[config.mk]
export PLATFORM = sky130hd
export DESIGN_NAME = rdwr_turn_seq
export DESIGN_NICKNAME = d
export VERILOG_FILES = /design/src/rtl/rts_pkg.sv /design/src/rtl/rts_beat_track.sv /design/src/rtl/rts_wr_drive.sv /design/src/rtl/rts_rd_cap.sv /design/src/rtl/rdwr_turn_seq.sv
export SDC_FILE = /design/constraint.sdc
export NUM_CORES = 1
export LEC_CHECK = 0
export CAP_MARGIN = 20
export CORE_MARGIN = 1.5
export CORE_UTILIZATION = 35
export CTS_CLUSTER_SIZE = 40
export DETAILED_ROUTE_END_ITERATION = 8
export PLACE_DENSITY = 0.61
export SYNTH_ARGS = -nofsm -noshare
export SYNTH_HDL_FRONTEND = slang
export SYNTH_SLANG_ARGS = --single-unit
[constraint.sdc]
create_clock -name clk -period 2.84 [get_ports clk]
set_clock_uncertainty 0.1 [all_clocks]
set_input_delay 0.71 -clock clk [delete_from_list [all_inputs] [get_ports clk]]
set_output_delay 0.71 -clock clk [all_outputs]
set_load 0.02 [all_outputs]
[src/rtl/rts_pkg.sv]
package rts_pkg;
  typedef enum logic [1:0] {
    CMD_NOP = 2'b00,
    CMD_RD  = 2'b01,
    CMD_WR  = 2'b10
  } cmd_e;

  localparam int MASK_LAT = 2;
  localparam int CL_LO    = 2;
  localparam int CL_HI    = 3;
endpackage

[src/rtl/rts_beat_track.sv]
module rts_beat_track
  import rts_pkg::*;
#(
  parameter int BEATS = 4
) (
  input  logic                      clk,
  input  logic                      rst_n,
  input  logic                      cl3,
  input  logic                      rd_go,
  input  logic                      wr_go,
  input  logic                      dqm,
  output logic                      drv_now,
  output logic                      drv_next,
  output logic                      drv_prev,
  output logic [$clog2(BEATS)-1:0]  beat_idx
);
  localparam int DEPTH = CL_HI + BEATS;
  localparam int BW    = $clog2(BEATS);

  logic [DEPTH-1:0] occ_q, msk_q, occ_d, msk_d, occ_c, msk_c;
  logic [BW-1:0]    idx_q [DEPTH];
  logic [BW-1:0]    idx_d [DEPTH];
  logic [BW-1:0]    idx_c [DEPTH];
  logic             prev_q;
  int               cl_c;

  // insert new burst, cancel on write, apply mask, then shift one slot
  always_comb begin
    cl_c  = cl3 ? CL_HI : CL_LO;
    occ_c = occ_q;
    msk_c = msk_q;
    for (int k = 0; k < DEPTH; k++) begin
      idx_c[k] = idx_q[k];
      if (rd_go && k >= cl_c) begin
        if (k < cl_c + BEATS) begin
          occ_c[k] = 1'b1;
          msk_c[k] = 1'b0;
          idx_c[k] = BW'(k - cl_c);
        end else begin
          occ_c[k] = 1'b0;
        end
      end
      if (wr_go && k >= MASK_LAT) occ_c[k] = 1'b0;
    end
    if (dqm) msk_c[MASK_LAT] = 1'b1;
    occ_d = {1'b0, occ_c[DEPTH-1:1]};
    msk_d = {1'b0, msk_c[DEPTH-1:1]};
    for (int k = 0; k < DEPTH - 1; k++) idx_d[k] = idx_c[k+1];
    idx_d[DEPTH-1] = '0;
  end

  always_ff @(posedge clk or negedge rst_n) begin
    if (!rst_n) begin
      occ_q  <= '0;
      msk_q  <= '0;
      prev_q <= 1'b0;
      for (int k = 0; k < DEPTH; k++) idx_q[k] <= '0;
    end else begin
      occ_q  <= occ_d;
      msk_q  <= msk_d;
      prev_q <= drv_now;
      for (int k = 0; k < DEPTH; k++) idx_q[k] <= idx_d[k];
    end
  end

  assign drv_now  = occ_q[0] & ~msk_q[0];
  assign drv_next = occ_q[1] & ~msk_q[1];
  assign drv_prev = prev_q;
  assign beat_idx = idx_q[0];

  // a beat on the pins unmasked saw a low mask two cycles before
  p_unmasked_hist_r9: assert property (@(posedge clk) disable iff (!rst_n)
    drv_now |-> !$past(dqm, 2));

  // after a write only the two committed slots may still hold beats
  p_write_drops_r9: assert property (@(posedge clk) disable iff (!rst_n)
    wr_go |=> (occ_q[DEPTH-1:1] == '0));
endmodule

[src/rtl/rts_wr_drive.sv]
module rts_wr_drive #(
  parameter int DW    = 16,
  parameter int BEATS = 4
) (
  input  logic              clk,
  input  logic              rst_n,
  input  logic              wr_go,
  input  logic [BEATS*DW-1:0] wdata,
  output logic              busy,
  output logic              oe,
  output logic [DW-1:0]     dout
);
  localparam int BW = $clog2(BEATS);

  logic [BEATS*DW-1:0] buf_q;
  logic [BW-1:0]       ptr_q, ptr_d;
  logic                act_q, act_d;

  always_comb begin
    ptr_d = ptr_q;
    act_d = act_q;
    if (wr_go) begin
      ptr_d = BW'(1);
      act_d = (BEATS > 1);
    end else if (act_q) begin
      if (ptr_q == BW'(BEATS - 1)) act_d = 1'b0;
      else                         ptr_d = ptr_q + BW'(1);
    end
  end

  always_ff @(posedge clk or negedge rst_n) begin
    if (!rst_n) begin
      ptr_q <= '0;
      act_q <= 1'b0;
    end else begin
      ptr_q <= ptr_d;
      act_q <= act_d;
    end
  end

  always_ff @(posedge clk or negedge rst_n) begin
    if (!rst_n)     buf_q <= '0;
    else if (wr_go) buf_q <= wdata;
  end

  assign busy = act_q;
  assign oe   = wr_go | act_q;
  assign dout = wr_go ? wdata[DW-1:0] : (act_q ? buf_q[ptr_q*DW +: DW] : '0);

  // a started write burst keeps the drivers on in the next cycle
  p_burst_holds_r8: assert property (@(posedge clk) disable iff (!rst_n)
    $rose(oe) |=> oe);
endmodule

[src/rtl/rts_rd_cap.sv]
module rts_rd_cap #(
  parameter int DW = 16,
  parameter int BW = 2
) (
  input  logic          clk,
  input  logic          rst_n,
  input  logic          beat_on,
  input  logic [BW-1:0] beat_idx,
  input  logic [DW-1:0] dq_in,
  output logic          rd_valid,
  output logic [DW-1:0] rd_data,
  output logic [BW-1:0] rd_beat
);
  always_ff @(posedge clk or negedge rst_n) begin
    if (!rst_n) rd_valid <= 1'b0;
    else        rd_valid <= beat_on;
  end

  always_ff @(posedge clk or negedge rst_n) begin
    if (!rst_n) begin
      rd_data <= '0;
      rd_beat <= '0;
    end else if (beat_on) begin
      rd_data <= dq_in;
      rd_beat <= beat_idx;
    end
  end
endmodule

[src/rtl/rdwr_turn_seq.sv]
module rdwr_turn_seq
  import rts_pkg::*;
#(
  parameter int DW    = 16,
  parameter int BEATS = 4
) (
  input  logic                      clk,
  input  logic                      rst_n,
  input  logic                      cas_lat3,
  input  logic                      req_valid,
  input  logic                      req_write,
  input  logic [BEATS*DW-1:0]       req_wdata,
  output logic                      req_ready,
  output logic [1:0]                cmd_o,
  output logic                      dqm_o,
  output logic                      dq_oe,
  output logic [DW-1:0]             dq_out,
  input  logic [DW-1:0]             dq_in,
  output logic                      rd_valid,
  output logic [DW-1:0]             rd_data,
  output logic [$clog2(BEATS)-1:0]  rd_beat
);
  localparam int BW = $clog2(BEATS);

  logic          drv_now, drv_next, drv_prev;
  logic [BW-1:0] beat_idx;
  logic          wr_busy, wr_ok, rd_go, wr_go;
  cmd_e          cmd_c;

  // write may start: bus idle last cycle, nothing unmasked now or next
  assign wr_ok     = ~wr_busy & ~drv_prev & ~drv_now & ~drv_next;
  assign req_ready = ~wr_busy & (~req_write | wr_ok);
  assign rd_go     = req_valid & req_ready & ~req_write;
  assign wr_go     = req_valid & req_ready &  req_write;
  assign dqm_o     = req_valid & req_write & ~req_ready & ~wr_busy;

  always_comb begin
    cmd_c = CMD_NOP;
    if (rd_go)      cmd_c = CMD_RD;
    else if (wr_go) cmd_c = CMD_WR;
  end
  assign cmd_o = cmd_c;

  rts_beat_track #(.BEATS(BEATS)) u_track (
    .clk      (clk),
    .rst_n    (rst_n),
    .cl3      (cas_lat3),
    .rd_go    (rd_go),
    .wr_go    (wr_go),
    .dqm      (dqm_o),
    .drv_now  (drv_now),
    .drv_next (drv_next),
    .drv_prev (drv_prev),
    .beat_idx (beat_idx)
  );

  rts_wr_drive #(.DW(DW), .BEATS(BEATS)) u_wr (
    .clk   (clk),
    .rst_n (rst_n),
    .wr_go (wr_go),
    .wdata (req_wdata),
    .busy  (wr_busy),
    .oe    (dq_oe),
    .dout  (dq_out)
  );

  rts_rd_cap #(.DW(DW), .BW(BW)) u_cap (
    .clk      (clk),
    .rst_n    (rst_n),
    .beat_on  (drv_now),
    .beat_idx (beat_idx),
    .dq_in    (dq_in),
    .rd_valid (rd_valid),
    .rd_data  (rd_data),
    .rd_beat  (rd_beat)
  );

  p_no_clash_r7: assert property (@(posedge clk) disable iff (!rst_n)
    dq_oe |-> !drv_now);

  p_idle_gap_r6: assert property (@(posedge clk) disable iff (!rst_n)
    $rose(dq_oe) |-> !drv_prev);

  p_mask_off_in_write_r5: assert property (@(posedge clk) disable iff (!rst_n)
    dq_oe |-> !dqm_o);

  p_cmd_legal_r2: assert property (@(posedge clk) disable iff (!rst_n)
    cmd_o != 2'b11);

  p_capture_unmasked_r3: assert property (@(posedge clk) disable iff (!rst_n)
    rd_valid |-> !$past(dqm_o, 3));
endmodule

; Word-level counts from Yosys, hierarchy flattened
; Index checks and enable logic that the tools add are counted.
[classes]
addsub = 8
n_lt_le_gt_ge = 12
eq_ne = 2
shift = 1
n_mux = 43
bitwise = 22
reduce_logical = 8
[ops]
columns = operator, count
row1 = greater-or-equal comparator 4 x 32 -> 1 bit (first input constant), 3
row2 = less-than comparator 4 x 32 -> 1 bit (first input constant), 3
row3 = greater-or-equal comparator 3 x 32 -> 1 bit (first input constant), 2
row4 = less-than comparator 3 x 32 -> 1 bit (first input constant), 2
row5 = indexed part select 64 x 7 -> 16 bit, 1
row6 = 2-to-1 mux 2 bit, 17
row7 = adder 32 x 4 -> 32 bit (second input constant), 1
row8 = greater-or-equal comparator 2 x 32 -> 1 bit (first input constant), 1
row9 = less-than comparator 2 x 32 -> 1 bit (first input constant), 1
row10 = 2-to-1 mux 16 bit, 2
row11 = 2-to-1 mux 1 bit, 24
row12 = bitwise AND 1 bit, 12
row13 = inverter 1 bit, 8
row14 = subtractor 2 bit (first input constant), 4
row15 = logical AND 1 bit, 6
row16 = subtractor 1 x 2 -> 2 bit (first input constant), 2
row17 = adder 2 x 1 -> 2 bit (second input constant), 1
row18 = equality test 2 bit (second input constant), 1
row19 = inequality test 2 x 1 -> 1 bit (second input constant), 1
row20 = OR 1 bit, 2
row21 = AND reduction 2 bit, 1
row22 = nonzero test 2 bit, 1
[totals]
regBits = 106
inputBits = 85
out_inout_bits = 40

; Depth between registers and ports, before layout
[depth]
depth_word = 12
depth_mapped = 8
mapped_depth_nobuf = 5

; Modules after synthesis
; Synthesis repeated with hierarchy kept, for this count alone.
[unflattened]
cells_unflattened = 333
hier_area_um2 = 4565.6
[by_module_without_submodules]
columns = module, instances, cells_per_inst, area_per_inst_um2, seq_area_each_um2
row1 = rts_wr_drive, 1, 237, 3116.7, 1676.6
row2 = rts_rd_cap, 1, 39, 747.0, 475.5
row3 = rts_beat_track, 1, 49, 641.9, 500.5
row4 = rdwr_turn_seq, 1, 8, 60.1, 0.0

; Worst setup path before layout
; Ideal clock, no wire load.
[synth_timing]
path_kind = in2out
start = input req_valid
end = output dq_out[10]
arrival_time_ps = 1806
required_ps = 2030
slack_ps = 224
path_stages = 8
cell_sequence = nor2b_2 > nand2b_1 > buf_6 > nand3_2 > inv_2 > buf_6 > buf_2 > a21o_1
[synth_via]
elab_chain_len = 3
[synth_rtl]
columns = item, line
row1 = start: declaration, rdwr_turn_seq.sv:10  ; input logic req_valid,
row2 = bitwise AND 1 bit (2 in series), rdwr_turn_seq.sv:34  ; assign wr_go = req_valid & req_ready & req_write;
row3 = via u_track.wr_go, rts_beat_track.sv:10  ; input logic wr_go,
row4 = 2-to-1 mux 16 bit, rts_wr_drive.sv:48  ; assign dout = wr_go ? wdata[DW-1:0] : (act_q ? buf_q[ptr_q*DW +: DW] : '0);
row5 = end: declaration, rdwr_turn_seq.sv:17  ; output logic [DW-1:0] dq_out,
; The timed path passes the listed nets, and every way through them passes these cells.

; Worst setup path in the final report
[layout_timing]
start = register u_track.occ_q[0]
end = output req_ready
[layout_via]
elab_chain_len = 6
[layout_rtl]
columns = item, line
row1 = start: declaration, rts_beat_track.sv:20  ; logic [DEPTH-1:0] occ_q, msk_q, occ_d, msk_d, occ_c, msk_c;
row2 = start signal: assignment, rts_beat_track.sv:54  ; occ_q <= '0;
row3 = start signal: assignment, rts_beat_track.sv:59  ; occ_q <= occ_d;
row4 = bitwise AND 1 bit, rts_beat_track.sv:66  ; assign drv_now = occ_q[0] & ~msk_q[0];
row5 = inverter 1 bit, rdwr_turn_seq.sv:31  ; assign wr_ok = ~wr_busy & ~drv_prev & ~drv_now & ~drv_next;
row6 = bitwise AND 1 bit (2 in series), rdwr_turn_seq.sv:31
row7 = OR 1 bit, rdwr_turn_seq.sv:32  ; assign req_ready = ~wr_busy & (~req_write | wr_ok);
row8 = bitwise AND 1 bit, rdwr_turn_seq.sv:32
row9 = end: declaration, rdwr_turn_seq.sv:13  ; output logic req_ready,
; No other way between the ends.

==> results by group <==
Placed design
  – Routability congestion estimate: 0.752
  – Area after DPL: 6100 um^2
  – Port Buffers: 124
  – Dpl cells: 612
  – Pre-CTS WS: -0.513 ns
  – DP HPWL: 7000 um

STA
  – Fin crit period: 2.76 ns
  – Max-slew headroom: 0.667
  – Tcrit/Tclk final: 0.972
  – Final hold viol count: 0
  – Fmax: 362 MHz
  – Hold WS: 0.220 ns
  – Fin worst setup slack: 0.0795 ns
  – Slew Viols, Final: 0
  – Setup-failing EPs final: 0
  – Slew @ Worst Pin: 0.499 ns

Critical path
  – Critical path peak fanout: 3
  – Buf+Inv Stages, Crit Path: 2
  – CP max stage cell: clkdlybuf4s50_1
  – Max stage delay on crit path: 0.63 ns
  – Critical path class: register to output pin
  – Arr. time, crit path: 1.95 ns
  – Req. time, crit path: 2.03 ns
  – Delay-heaviest family, CP: buffers and inverters
  – Crit-path cells: nor2b_1 > nor3_2 > inv_1 > a21oi_1 > clkdlybuf4s50_1
  – Crit path launch type: register
  – Crit end category: output pin

Drt
  – Met2 WL post-DR: 4510 um
  – DR WL met3: 576 um
  – Final WL: 10000 um
  – Via count: 2975
  – # DRC: 0
  – DR vias/cell: 4.69
  – Drt first pass iters: 4
  – WL/cell: 15.8 um
  – Initial DRC count: 96
  – Top Layer Used: met4
  – M1 WL: 4770 um
  – Post-route ant nets: 0

Layout
  – Fin cells: 635
  – # diodes: 0
  – Fillers: 1153
  – Post-Layout Inst Area: 6430 um^2
  – Nets: 544
  – Multi-input gate area: 1790 um^2
  – Layout cell share with drive strength beyond 1: 0.341
  – Sequential Area: 2630 um^2
  – Synthesis-to-layout area growth: 41.5%

Min path
  – Hold Crit Class: input pin to asynchronous set/reset pin

Synthesis
  – Post-synthesis compound-gate area fraction: 0.0578
  – Area share of fa/ha/maj cells after synthesis: 0.00275
  – Mapped Area: 4550 um^2
  – Top FF cell, synth: dfrtp_1
  – #FFs+latches synth: 105
  – Post-Synthesis Cells: 312
  – Main combinational cell family by area after synthesis: multiplexers
  – Post-synth ARST share: 1.00
  – Yosys warning total: 0
  – Distinct cells, synth: 26
  – Mux cell area share after synthesis: 0.291
  – Synth Area in Simple Gates: 0.0349
  – Net Count, Synth: 398
  – Sequential-to-total area share from yosys stat: 0.578
  – Mean Syn Cell Area: 14.6 um^2
  – Post-synthesis xor/xnor area fraction: 0.00193
  – EDFF count, synth: 0

Die
  – Die area: 13700 um^2
  – Core ar.: 12700 um^2
  – Starting Density: 0.359
  – Cell Rows: 41
  – Die X: 117 um
  – Chip Height: 117 um
  – I/O pins: 125

Clock tree
  – Clk root buf: clkbuf_16
  – Clock tree buffer depth: 2
  – Hold Buf Count CTS: 0
  – Register clock-pin slew on the reported worst setup and hold paths: 0.07 ns
  – CTS tree: built
  – Clk Latency, worst-skew pair: 0.35 ns
  – Clock buffer count from CTS: 9
  – H-Tree Depth: 3
  – Clock Sinks: 105

Global route
  – Total track usage: 0.155
  – Largest net degree at the start of global routing: 45
  – First-pass GRT wire length: 15900 um
  – Initial antenna violation count: 0
  – Gr ovfl total: 0
  – Vias in the first global route: 3028

Outcome
  – Outcome: complete, no violations

Pwr
  – Peak supply drop: 0.384 mV
  – P_leak: 3.03 nW
  – PwrDens: 1090 nW/um^2

Job
  – MaxCap Viol Count: 0
power breakdown:
| part | leakage, nW | total (mW) | switching, mW | internal, mW |
|---|---|---|---|---|
| clock network | 0.145 | 1.21 | 0.595 | 0.620 |
| logic | 1.62 | 3.26 | 1.41 | 1.85 |
| registers | 1.27 | 2.56 | 0.364 | 2.20 |
state kept, by name, summed over array words and instances (netlist names):
| register | cells |
|---|---|
| u_wr.buf_q | 64 |
| u_cap.rd_data | 16 |
| u_track.idx_q | 9 |
| u_track.occ_q | 6 |
| u_cap.rd_beat | 2 |
| u_track.beat_idx | 2 |
| u_track.msk_q | 2 |
| u_wr.ptr_q | 2 |
| u_cap.rd_valid | 1 |
| u_wr.busy | 1 |
metal layers:
| metal | GRT usage | up-vias |
|---|---|---|
| li1 | - | 1399 |
| met3 | 0.0366 | 9 |
| met2 | 0.238 | 87 |
| met4 | 0.0627 | 0 |
| met1 | 0.211 | 1480 |
| met5 | 0 | - |
through the flow:
stage,setup TNS [ns],util,power (mW)
2_1_floorplan,0,-,4.65
3_3_place_gp,-9.29,0.481,5.79
3_5_place_dp,-9.56,0.481,5.87
4_1_cts,-0.0205,0.506,7.11
5_1_grt,-0.0250,0.508,7.50
6_report,0,0.508,7.03
cell usage after synthesis (all sizes together), types with 2 or more instances:
library cell  count  area share
a21o             21       0.035
and2              3      0.0041
buf              17       0.028
clkbuf            4      0.0033
dfrtp           105        0.58
inv               3      0.0025
mux2             82        0.22
mux2i            33       0.073
nand2             2      0.0017
nand2b            5      0.0069
nor2              8      0.0066
nor2b             6      0.0088
nor3              2      0.0033
o22ai            16       0.022
what timing repair did:
action / 4_1_cts / 5_1_grt
buffers inserted: 5 / 2
setup endpoints to repair: 20 / 7
pin swaps: 1 / 1
gates resized for setup: 101 / 2
cell families after synthesis:
group	Yosys count
multiplexers	115
flip-flops	105
AO/OA/AOI/OAI	38
AND/OR/NAND/NOR	28
buffers and inverters	24
XOR/XNOR	1
adder cells (fa/ha/maj)	1
cells in the final DEF, fill, tap and decap left out, drive strengths merged:
cell / netlist / final
dfrtp: 105 / 105
clkdlybuf4s50: 0 / 101
mux2: 82 / 82
buf: 17 / 51
mux2i: 33 / 33
a21o: 21 / 21
o22ai: 16 / 16
clkbuf: 4 / 9
nor2: 8 / 8
inv: 3 / 7
nor2b: 6 / 6
nand2b: 5 / 5
clkinv: 0 / 3
and2: 3 / 3
nor3: 2 / 2
nand2: 2 / 2
dlygate4sd2: 0 / 2
clkdlybuf4s15: 0 / 2
a21oi: 1 / 1
nand3: 1 / 1
or2: 1 / 1
xnor2: 1 / 1
ha: 1 / 1
path summary, 6_finish.rpt:
kind	from	end	slack, ns	depth (start not counted)
min in group clk	u_track.idx_q[10]	u_track.beat_idx[0]	0.25	0
worst min register to register	u_track.idx_q[10]	u_track.beat_idx[0]	0.25	0
worst max-delay path	u_track.occ_q[0]	req_ready	0.08	5
max in group asynchronous	rst_n	u_wr.ptr_q[0]	1.68	2
worst max register to register	u_track.occ_q[0]	u_wr.buf_q[28]	0.68	10
worst min-delay path	rst_n	u_track.idx_q[11]	0.22	1
worst reg2reg max path: stages (launching register included):
cell and delay (ns):
dfrtp_1 0.36, nor2b_1 0.15, nor3_2 0.26, buf_4 0.16
nand3_4 0.07, clkinv_4 0.07, buf_12 0.13, buf_12 0.14
buf_4 0.12, buf_4 0.15, mux2_2 0.34
cell type report:
type,instances,area share
Multi-Input combinational cell,183,0.278
Clock inverter,7,0.0103
Inverter,3,0.00253
Clock buffer,9,0.0350
Tap cell,172,0.0334
Timing Repair Buffer,156,0.232
Sequential cell,105,0.409
No activity file was read; power rests on OpenSTA's default activity.
